<file path="config.mk">
export PLATFORM = sky130hd
export DESIGN_NAME = sq_lap_range
export DESIGN_NICKNAME = d
export VERILOG_FILES = /design/src/rtl/sq_lap_range.sv
export SDC_FILE = /design/constraint.sdc
export NUM_CORES = 1
export LEC_CHECK = 0
export ABC_AREA = 1
export CAP_MARGIN = 20
export CELL_PAD_IN_SITES_DETAIL_PLACEMENT = 2
export CELL_PAD_IN_SITES_GLOBAL_PLACEMENT = 2
export CORE_MARGIN = 10
export CORE_UTILIZATION = 30
export DETAILED_ROUTE_END_ITERATION = 12
export DONT_BUFFER_PORTS = 1
export GPL_TIMING_DRIVEN = 0
export PLACE_DENSITY_LB_ADDON = 0.12
export SLEW_MARGIN = 30
export SYNTH_ARGS = -nofsm -noshare
export SYNTH_HDL_FRONTEND = slang
export SYNTH_SLANG_ARGS = --single-unit
</file>
<file path="constraint.sdc">
create_clock -name vclk -period 3.1
set_input_delay 0.465 -clock vclk [all_inputs]
set_output_delay 0.465 -clock vclk [all_outputs]
set_load 0.01 [all_outputs]
</file>
<file path="src/rtl/sq_lap_range.sv">
module sq_lap_range #(
  parameter int N       = 16,
  parameter bit REG_OUT = 1'b0,
  localparam int IW     = $clog2(N)
) (
  input  logic          clk,
  input  logic          rst_n,
  input  logic [IW-1:0] deq_idx,
  input  logic          deq_wrap,
  input  logic [IW-1:0] qry_idx,
  input  logic          qry_wrap,
  input  logic [N-1:0]  hit_vec,
  output logic [N-1:0]  lap0_mask,
  output logic [N-1:0]  lap1_mask,
  output logic          young_vld,
  output logic [IW-1:0] young_idx
);

  function automatic logic [IW:0] top_set(input logic [N-1:0] v);
    logic [IW:0] r;
    r = '0;
    for (int i = 0; i < N; i++)
      if (v[i]) r = {1'b1, IW'(i)};
    return r;
  endfunction

  logic          same_lap;
  logic [N-1:0]  at_or_above_deq, below_qry;
  logic [N-1:0]  m0, m1;
  logic [IW:0]   sel0, sel1;
  logic          vld_c;
  logic [IW-1:0] idx_c;

  assign same_lap = deq_wrap == qry_wrap;

  for (genvar i = 0; i < N; i++) begin : g_bound
    assign at_or_above_deq[i] = IW'(i) >= deq_idx;
    assign below_qry[i]       = IW'(i) <  qry_idx;
  end

  assign m0 = same_lap ? (at_or_above_deq & below_qry) : at_or_above_deq;
  assign m1 = same_lap ? '0 : below_qry;

  assign sel1  = top_set(hit_vec & m1);
  assign sel0  = top_set(hit_vec & m0);
  assign vld_c = sel1[IW] | sel0[IW];
  assign idx_c = sel1[IW] ? sel1[IW-1:0] : sel0[IW-1:0];

  if (REG_OUT) begin : g_reg
    always_ff @(posedge clk or negedge rst_n) begin
      if (!rst_n) begin
        lap0_mask <= '0;
        lap1_mask <= '0;
        young_vld <= 1'b0;
        young_idx <= '0;
      end else begin
        lap0_mask <= m0;
        lap1_mask <= m1;
        young_vld <= vld_c;
        young_idx <= idx_c;
      end
    end
  end else begin : g_comb
    assign lap0_mask = m0;
    assign lap1_mask = m1;
    assign young_vld = vld_c;
    assign young_idx = idx_c;
  end

endmodule

</file>
* Word-level counts from Yosys, hierarchy flattened
Index checks and enable logic that the tools add are counted.
** Operators by class
- $lt $le $gt $ge :: 32
- Eq/ne operators :: 1
- Mux-type cells :: 35
- Bitwise operators :: 4
** Operator list (count)
- 2-to-1 mux 5 bit :: 32
- AND 16 bit :: 3
- greater-or-equal comparator 4 bit (first input constant) :: 8
- < comparator 4 bit (first input constant) :: 8
- 2-to-1 mux 16 bit :: 2
- greater-or-equal comparator 3 x 4 -> 1 bit (first input constant) :: 4
- < comparator 3 x 4 -> 1 bit (first input constant) :: 4
- greater-or-equal comparator 1 x 4 -> 1 bit (first input constant) :: 2
- greater-or-equal comparator 2 x 4 -> 1 bit (first input constant) :: 2
- < comparator 1 x 4 -> 1 bit (first input constant) :: 2
- < comparator 2 x 4 -> 1 bit (first input constant) :: 2
- 2-to-1 mux 4 bit :: 1
- equality test 1 bit :: 1
- OR 1 bit :: 1
** Storage, ports and cells
- Register bits :: 0
- Bits of input ports :: 28
- Output and inout bits :: 37
- Logic and storage cells :: 72

* Logic depth before layout (Yosys ltp)
Gate-level depths: netlist of the first run.
- Word-level depth :: 21
- Depth in mapped cells :: 20
- Mapped depth without buffers :: 20

* Least setup slack after synthesis of the first run
Ideal clock, no wire load.
- Path kind :: in2out
- From :: input qry_wrap
- To :: output young_idx[2]
- Arrival :: 1683 ps
- Required time :: 2635 ps
- Setup slack :: 952 ps
- Stages on the path :: 12
- Path buffers :: 2
- Path through :: inv_1 nand2_2 nand2_4 buf_6 buf_8 a21oi_2 nand2_1 nand2_1 nor2_1 inv_1 a21oi_1 o2111ai_1
** On the way
- Elaborated cells on any way between the ends :: 37
- Those cells by class :: 1 x eq/ne; 34 x mux; 2 x bitwise
** RTL lines
- from (decl) :: line 11 : input logic qry_wrap,
- equality test 1 bit :: line 34 : assign same_lap = deq_wrap == qry_wrap;
- 2-to-1 mux 16 bit :: line 41 : assign m0 = same_lap ? (at_or_above_deq & below_qry) : at_or_above_deq;
- via lap0_mask[13] :: line 13 : output logic [N-1:0] lap0_mask,
- AND 16 bit :: line 45 : assign sel0 = top_set(hit_vec & m0);
- 2-to-1 mux 5 bit (3 in a row) :: line 23 : if (v[i]) r = {1'b1, IW'(i)};
- 2-to-1 mux 4 bit :: line 47 : assign idx_c = sel1[IW] ? sel1[IW-1:0] : sel0[IW-1:0];
- to (decl) :: line 16 : output logic [IW-1:0] young_idx
The timed path passes the listed nets, and every way through them passes these cells.

* Worst setup path in the final report of the first run
- From :: input qry_wrap
- To :: output young_vld
** On the way
- Elaborated cells on any way between the ends :: 38
- Those cells by class :: 1 x eq/ne; 34 x mux; 3 x bitwise
** RTL lines
- equality test 1 bit :: line 34
- 2-to-1 mux 16 bit :: line 41
- via lap0_mask[15] :: line 13
- AND 16 bit :: line 45
- 2-to-1 mux 5 bit :: line 23
- OR 1 bit :: line 46 : assign vld_c = sel1[IW] | sel0[IW];
- to (decl) :: line 15 : output logic young_vld,
The timed path passes the listed nets, and every way through them passes these cells.

==> results.ini, run 1 <==
[run_status]
outcome = finished, final reports clean

[critical_path]
startpoint_type = input pin
endpoint = young_vld
crit_type = input pin to output pin
worstPathMaxFanout = 9
worstPathRequired_ns = 2.63
crit_arrival_ns = 2.26
crit_path_start = qry_wrap
end_kind = output pin

[floorplan]
dieArea_mm2 = 0.00584
die_w_um = 76.5
coreArea_mm2 = 0.00305
core.rowCount = 20
die_h_um = 76.5
ios = 65
start_util_pct = 31.3

[layout]
fillers = 437
final_common_cell = nand2_1
multi_input_area_um2 = 806
mostFrequentLayoutCells = 82 x nand2_1, 30 x nor2_1, 26 x inv_1
numSequentialCells = 0
diodes = 0
syn_to_final_growth_pct = 5.76
postLayoutCellArea_mm2 = 0.00101
seq_area_um2 = 0
drive_above_1_share_pct = 15.0
nClkBuffers = 0
nets = 236

[route]
avgRoutedWirePerCell_um = 17.9
drcViolationCount = 0
postRouteAntennaNets = 0
routed_wl_um = 4470
first_pass_iters = 4
via_per_inst = 5.05
drt_iter0_drc = 32
vias = 1263

[clock_tree]
cts-resized-gates = 0
ctsHoldBuffers = 0
cts_setup_buffers = 0

[global_route]
grt_first_pass_wirelength_um = 7250
grt_use_total_pct = 14.6
grt_max_degree = 11
grt-ovfl-total = 0
antenna_found_initial = 0
grt_pass1_vias = 1397

[logic_synthesis]
synthesis.area_um2 = 956
yosysTopAreaCell = nand2_1
synth_top_area_share_pct = 32.2
avgSynthCellArea_um2 = 4.64
synth_nets = 234
synthCells = 206
yosysWarnings = 0
yosys-top-cells-area = nand2_1 32%, nor2_1 12%, inv_1 10%, a21oi_1 6.3%, nand2_2 5.2%
ys_seq_area_share_pct = 0
synth.distinct_cells = 29

[sta]
setup_ws_ns = 0.374
rsz0062_at_grt = false
hold-worst-slack_ns = 1.03
hold_viol_final = 0
slew_violations = 0
finalCriticalPeriod_ns = 2.73
setup_viol = 0
fmax_mhz = 367
final.period_utilization_pct = 87.9
max_slew_margin_pct = 60.4
worstMarginPinSlew_ns = 0.580
setup_tns_ns = 0

[power]
ir_worst_vdd_uv = 58.5
power.leakage_uw = 0.000584
power.total_uw = 203
p_per_area_mw_per_mm2 = 201

[place]
port_buffers = 0
placed_cell_area_mm2 = 0.00101
dp_slack_ns = 0.246
routabilityCongestion = 0.813
dp_hpwl_um = 4060

[flow_run]
maxCapViolCount = 0

[hold_path]
hp-class = input pin to output pin

-- Yosys cell counts (2+ instances only) --
cell type,count
nand2_1,82
inv_1,26
nor2_2,6
nor3_1,2
nand2_2,8
inv_2,5
nand3_1,3
a21oi_2,5
o21ai_0,6
nor2_1,30
a21oi_1,12
o21ai_1,4
-- cells by family (layout without fill, tap and decap cells) --
group / count (synthesis) / after routing / synth area share, %
and+or+nand+nor: 136 / 136 / 60.2
AOI/OAI and AO/OA: 35 / 35 / 23.7
buffers and inverters: 34 / 34 / 15.7
other: 1 / 1 / 0.392
-- worst max-delay path, cell delays in order --
cell	delay [ns]
inv_1	0.04
nand2_1	0.07
nand2_2	0.16
o21ai_0	0.31
inv_1	0.16
nand2_1	0.11
nand2_1	0.05
inv_1	0.07
nand2_1	0.09
a2111oi_0	0.48
nand3_1	0.25
-- worst min path at each step --
| stage | startpoint | end | slack [ns] | cells after the start |
|---|---|---|---|---|
| floorplan | deq_idx[3] | lap0_mask[10] | 1.01 | 1 |
| global route | deq_idx[3] | lap0_mask[10] | 1.05 | 1 |
| global placement | deq_idx[3] | lap0_mask[10] | 1.03 | 1 |
| detailed placement | deq_idx[3] | lap0_mask[10] | 1.03 | 1 |
| finish | deq_idx[3] | lap0_mask[10] | 1.03 | 1 |
| CTS | deq_idx[3] | lap0_mask[10] | 1.03 | 1 |
-- layout make-up --
class,count,share of cell area [%]
Multi-Input combinational cell,172,79.7
Inverter,31,11.5
Tap cell,44,5.45
Buffer,3,3.34
-- routing by layer --
layer / global-route usage (%) / routed length (µm) / vias to the layer above
li1: - / - / 636
met5: 0 / 0 / -
met2: 27.4 / 2200 / 31
met3: 3.89 / 367 / 0
met1: 17.0 / 1900 / 596
met4: 0 / 0 / 0
-- metrics by stage --
| step | std cells | utilization (%) |
|---|---|---|
| 2_1_floorplan | 206 | - |
| 3_3_place_gp | 250 | 33.1 |
| 3_5_place_dp | 250 | 33.1 |
| 4_1_cts | 250 | 33.1 |
| 5_1_grt | 250 | 33.1 |
| 6_report | 250 | 33.1 |
-- power breakdown --
group | internal [µW] | leakage [µW] | switching [µW]
sequential | 0 | 0 | 0
clock | 0 | 0 | 0
combinational | 58.0 | 0.000584 | 145
(Power assumes the default switching activity.)
==> inputs of run 2 (changes only) <==
--- a/config.mk
+++ b/config.mk
@@ -5,14 +5,14 @@
 export SDC_FILE = /design/constraint.sdc
 export NUM_CORES = 1
 export LEC_CHECK = 0
-export ABC_AREA = 1
 export CAP_MARGIN = 20
 export CELL_PAD_IN_SITES_DETAIL_PLACEMENT = 2
 export CELL_PAD_IN_SITES_GLOBAL_PLACEMENT = 2
 export CORE_MARGIN = 10
-export CORE_UTILIZATION = 30
+export CORE_UTILIZATION = 32
 export DETAILED_ROUTE_END_ITERATION = 12
 export DONT_BUFFER_PORTS = 1
+export GPL_ROUTABILITY_DRIVEN = 0
 export GPL_TIMING_DRIVEN = 0
 export PLACE_DENSITY_LB_ADDON = 0.12
 export SLEW_MARGIN = 30
==> results.ini, run 2 <==
[sta]
final.period_utilization_pct = 94.0
hold_viol_final = 0
rsz0062_at_grt = false
finalCriticalPeriod_ns = 2.91
setup_tns_ns = 0
setup_ws_ns = 0.187
setup_viol = 0
max_slew_margin_pct = 59.0
slew_violations = 0
worstMarginPinSlew_ns = 0.613
fmax_mhz = 343

[layout]
diodes = 0
drive_above_1_share_pct = 8.42
syn_to_final_growth_pct = 6.13
mostFrequentLayoutCells = 25 x nor2_1, 19 x nand2_1, 19 x a21oi_1
nClkBuffers = 0
fillers = 450
final_common_cell = nor2_1
nets = 220
numSequentialCells = 0
finish.utilization_pct = 35.4
seq_area_um2 = 0
finalNonFillerCells = 236
multi_input_area_mm2 = 0.00103

[global_route]
grt_first_pass_wirelength_um = 9290
grt-ovfl-total = 0
antenna_found_initial = 0
grt_use_total_pct = 18.0
grt_pass1_vias = 1621
grt_max_degree = 11

[power]
power.leakage_uw = 0.000481
p_per_area_mw_per_mm2 = 223
ir_worst_vdd_uv = 67.0

[critical_path]
crit_type = input pin to output pin
worstPathRequired_ns = 2.63
slowest_delay_ns = 0.38
path_cells = xnor2_4, inv_2, buf_2, nor3_1, o211ai_1, o311ai_0, a211oi_1, o32ai_2
crit_cells = 8
end_kind = output pin
critPathSlowestCell = o32ai_2
crit_arrival_ns = 2.45
startpoint_type = input pin
cp_num_buf_inv = 2
worstPathMaxFanout = 10
path_delay_family = compound AO/OA/AOI/OAI gates

[logic_synthesis]
ys_seq_area_share_pct = 0
synth_nets = 218
synthesis.area_mm2 = 0.00112
synth_top_area_share_pct = 8.47
synthCells = 190
yosysWarnings = 0
synth.most_common_cell = nor2_1
synth.distinct_cells = 52
yosys-top-cells-area = a21oi_1 8.5%, nor2_1 8.4%, nand2_1 6.4%, o211ai_1 4.7%, nand3_1 4.0%
yosysTopAreaCell = a21oi_1
avgSynthCellArea_um2 = 5.91
ys_top_cells_by_count = 25 x nor2_1, 19 x a21oi_1, 19 x nand2_1

[floorplan]
die_w_um = 79.2
coreArea_mm2 = 0.00336
core.rowCount = 21
ios = 65
dieArea_mm2 = 0.00628
die_h_um = 79.2
start_util_pct = 33.4

[route]
avgRoutedWirePerCell_um = 25.5
drcViolationCount = 0
routed_wl_um = 6030
drt_iter0_drc = 143
vias = 1569
via_per_inst = 6.65
first_pass_iters = 4
postRouteAntennaNets = 0

[hold_path]
hp-class = input pin to output pin
min_path_cells = 3
whs_endpoint = lap0_mask[10]
hp-start = deq_idx[0]

[run_status]
outcome = finished, final reports clean

[place]
dp.cells = 236
dp_slack_ns = 0.0808
port_buffers = 0
dp_hpwl_um = 5070

[clock_tree]
ctsHoldBuffers = 0

[flow_run]
maxCapViolCount = 0

-- run 2: changes by cell type after synthesis, sizes merged, moves of 5 or more --
cell and change:
a211oi +5, nor2 -12, clkbuf +9, o211ai +6
inv -23, nand2 -72, nand3 +6
-- run 2: how the worst max path moves through the flow --
stage                    start           end  slack, ns
floorplan           qry_idx[2]  young_idx[0]       0.44
global placement      qry_wrap  young_idx[0]       0.13
detailed placement  qry_idx[0]  young_idx[3]       0.08
CTS                 qry_idx[1]  young_idx[0]       0.08
global route          qry_wrap  young_idx[0]       0.07
finish                qry_wrap  young_idx[0]       0.19
-- run 2: power by group --
group | internal (µW) | switching, µW
sequential | 0 | 0
combinational | 85.5 | 180
clock | 0 | 0
-- run 2: cell type report --
cell class	instances	area share (%)
Inverter	8	2.52
Multi-Input combinational cell	167	86.8
Tap cell	46	4.83
Buffer	15	5.88
-- run 2: cell families after synthesis --
kind of cell / after synthesis / share of synthesized area [%]
AOI/OAI and AO/OA: 88 / 55.4
xor gates and xnor gates: 1 / 2.45
buffers and inverters: 23 / 8.58
other: 1 / 0.334
and+or+nand+nor: 77 / 33.2
-- run 2: metrics by stage --
| stage | hold slack (ns) | cell area (µm²) | total power (µW) |
|---|---|---|---|
| after global routing | 1.17 | 1190 | 290 |
| after global placement | 1.14 | 1180 | 252 |
| after detailed placement | 1.15 | 1180 | 260 |
| after CTS | 1.15 | 1180 | 261 |
| final | 1.15 | 1190 | 266 |
| after floorplan | 1.07 | 1120 | 197 |
-- run 2: layer usage --
| metal | vias to the layer above | wire length [µm] | GRT usage [%] |
|---|---|---|---|
| met1 | 776 | 2510 | 21.5 |
| met4 | 0 | 90 | 3.23 |
| met5 | - | 0 | 0 |
| met2 | 55 | 2940 | 31.7 |
| li1 | 732 | - | - |
| met3 | 6 | 484 | 4.50 |
-- run 2: timing repair --
| action | CTS | global route |
|---|---|---|
| buffers inserted | 0 | 0 |
| gates resized for setup | 0 | 7 |
| hold endpoints to repair | 0 | 0 |
| setup endpoints to repair | 0 | 2 |
==> inputs of run 3 (changes only) <==
--- a/config.mk
+++ b/config.mk
@@ -14,6 +14,7 @@
 export DONT_BUFFER_PORTS = 1
 export GPL_ROUTABILITY_DRIVEN = 0
 export GPL_TIMING_DRIVEN = 0
+export MAX_ROUTING_LAYER = met4
 export PLACE_DENSITY_LB_ADDON = 0.12
 export SLEW_MARGIN = 30
 export SYNTH_ARGS = -nofsm -noshare
==> results.ini, run 3 (synthesis results as in run 2) <==
[layout]
mostFrequentLayoutCells = 25 x nor2_1, 19 x nand2_1, 19 x a21oi_1
nets = 220
diodes = 0
numSequentialCells = 0
seq_area_um2 = 0
final_common_cell = nor2_1
drive_above_1_share_pct = 8.42
syn_to_final_growth_pct = 6.13
postLayoutCellArea_mm2 = 0.00119
nClkBuffers = 0

[sta]
worstMarginPinSlew_ns = 0.634
fmax_mhz = 345
setup_viol = 0
slew_violations = 0
rsz0062_at_grt = false
setup_tns_ns = 0
max_slew_margin_pct = 57.6
setup_ws_ns = 0.200
finalCriticalPeriod_ns = 2.90
hold_viol_final = 0
final.period_utilization_pct = 93.5
hold-worst-slack_ns = 1.15

[global_route]
busiest_layer = met2
met1_usage_pct = 22.1
grt_pass1_vias = 1622
grt-ovfl-total = 0
grt_use_total_pct = 18.5
grt_max_degree = 11
met2_usage_pct = 31.7
grt_first_pass_wirelength_um = 9280
met3_usage_pct = 3.27
antenna_found_initial = 0

[route]
vias = 1568
via_per_inst = 6.64
postRouteAntennaNets = 0
routed_wl_um = 6030
drcViolationCount = 0
drt_iter0_drc = 164
first_pass_iters = 4
avgRoutedWirePerCell_um = 25.5

[clock_tree]
cts_setup_buffers = 0
ctsHoldBuffers = 0
cts-resized-gates = 0

[floorplan]
ios = 65
start_util_pct = 33.4
coreArea_mm2 = 0.00336
core.rowCount = 21
die_h_um = 79.2
die_w_um = 79.2
dieArea_mm2 = 0.00628

[critical_path]
crit_type = input pin to output pin
endpoint = young_idx[0]
crit_path_start = qry_wrap
worstPathRequired_ns = 2.63
worstPathMaxFanout = 10
startpoint_type = input pin
end_kind = output pin
crit_arrival_ns = 2.43

[hold_path]
hp-class = input pin to output pin

[place]
dp_slack_ns = 0.0808
port_buffers = 0
dp_hpwl_um = 5070
placed_cell_area_mm2 = 0.00118

[power]
power.total_uw = 266
power.leakage_uw = 0.000481
ir_worst_vdd_uv = 66.1
p_per_area_mw_per_mm2 = 223

[flow_run]
maxCapViolCount = 0

[run_status]
outcome = finished, final reports clean

==> run 3: cell counts in the layout (fill, tap and decap cells not counted) <==
Identical to the previous run, type by type.
==> run 3: worst min path at each step <==
stage                from       endpoint  slack (ns)  depth (start not counted)
2_1_floorplan  qry_idx[3]   lap0_mask[7]        1.07                          2
3_3_place_gp   qry_idx[3]   lap0_mask[7]        1.14                          2
3_5_place_dp   qry_idx[3]   lap0_mask[7]        1.15                          2
4_1_cts        qry_idx[3]   lap0_mask[7]        1.15                          2
5_1_grt        qry_idx[1]  lap1_mask[12]        1.17                          2
6_report       qry_idx[3]   lap0_mask[7]        1.15                          2
==> run 3: metrics by stage <==
stage | cells | util, %
final | 236 | 35.4
after global routing | 236 | 35.4
after CTS | 236 | 35.1
after detailed placement | 236 | 35.1
after global placement | 236 | 35.1
after floorplan | 190 | -
==> run 3: final cells by class <==
class,count,area [µm²]
fillers,450,2170
multi-input cells,167,1030
plain buffers,15,70.1
well taps,46,57.6
inverters,8,30.0
==> run 3: critical path, cell delays in order <==
cell      delay (ns)
xnor2_4         0.30
inv_2           0.17
buf_2           0.23
nor3_1          0.35
o211ai_1        0.16
o311ai_0        0.19
a211oi_1        0.19
o32ai_2         0.37
==> run 3: per-layer routing <==
metal  up-vias  wire length, µm
met1       769             2570
met5         -                0
met2        61             2920
met3         6              445
li1        732                -
met4         0               90
==> run 3: report_power, final <==
part	switching, µW	total [µW]	leakage (µW)	internal (µW)
combinational	180	266	0.000481	85.5
sequential	0	0	0	0
clock	0	0	0	0
total	180	266	0.000481	85.5
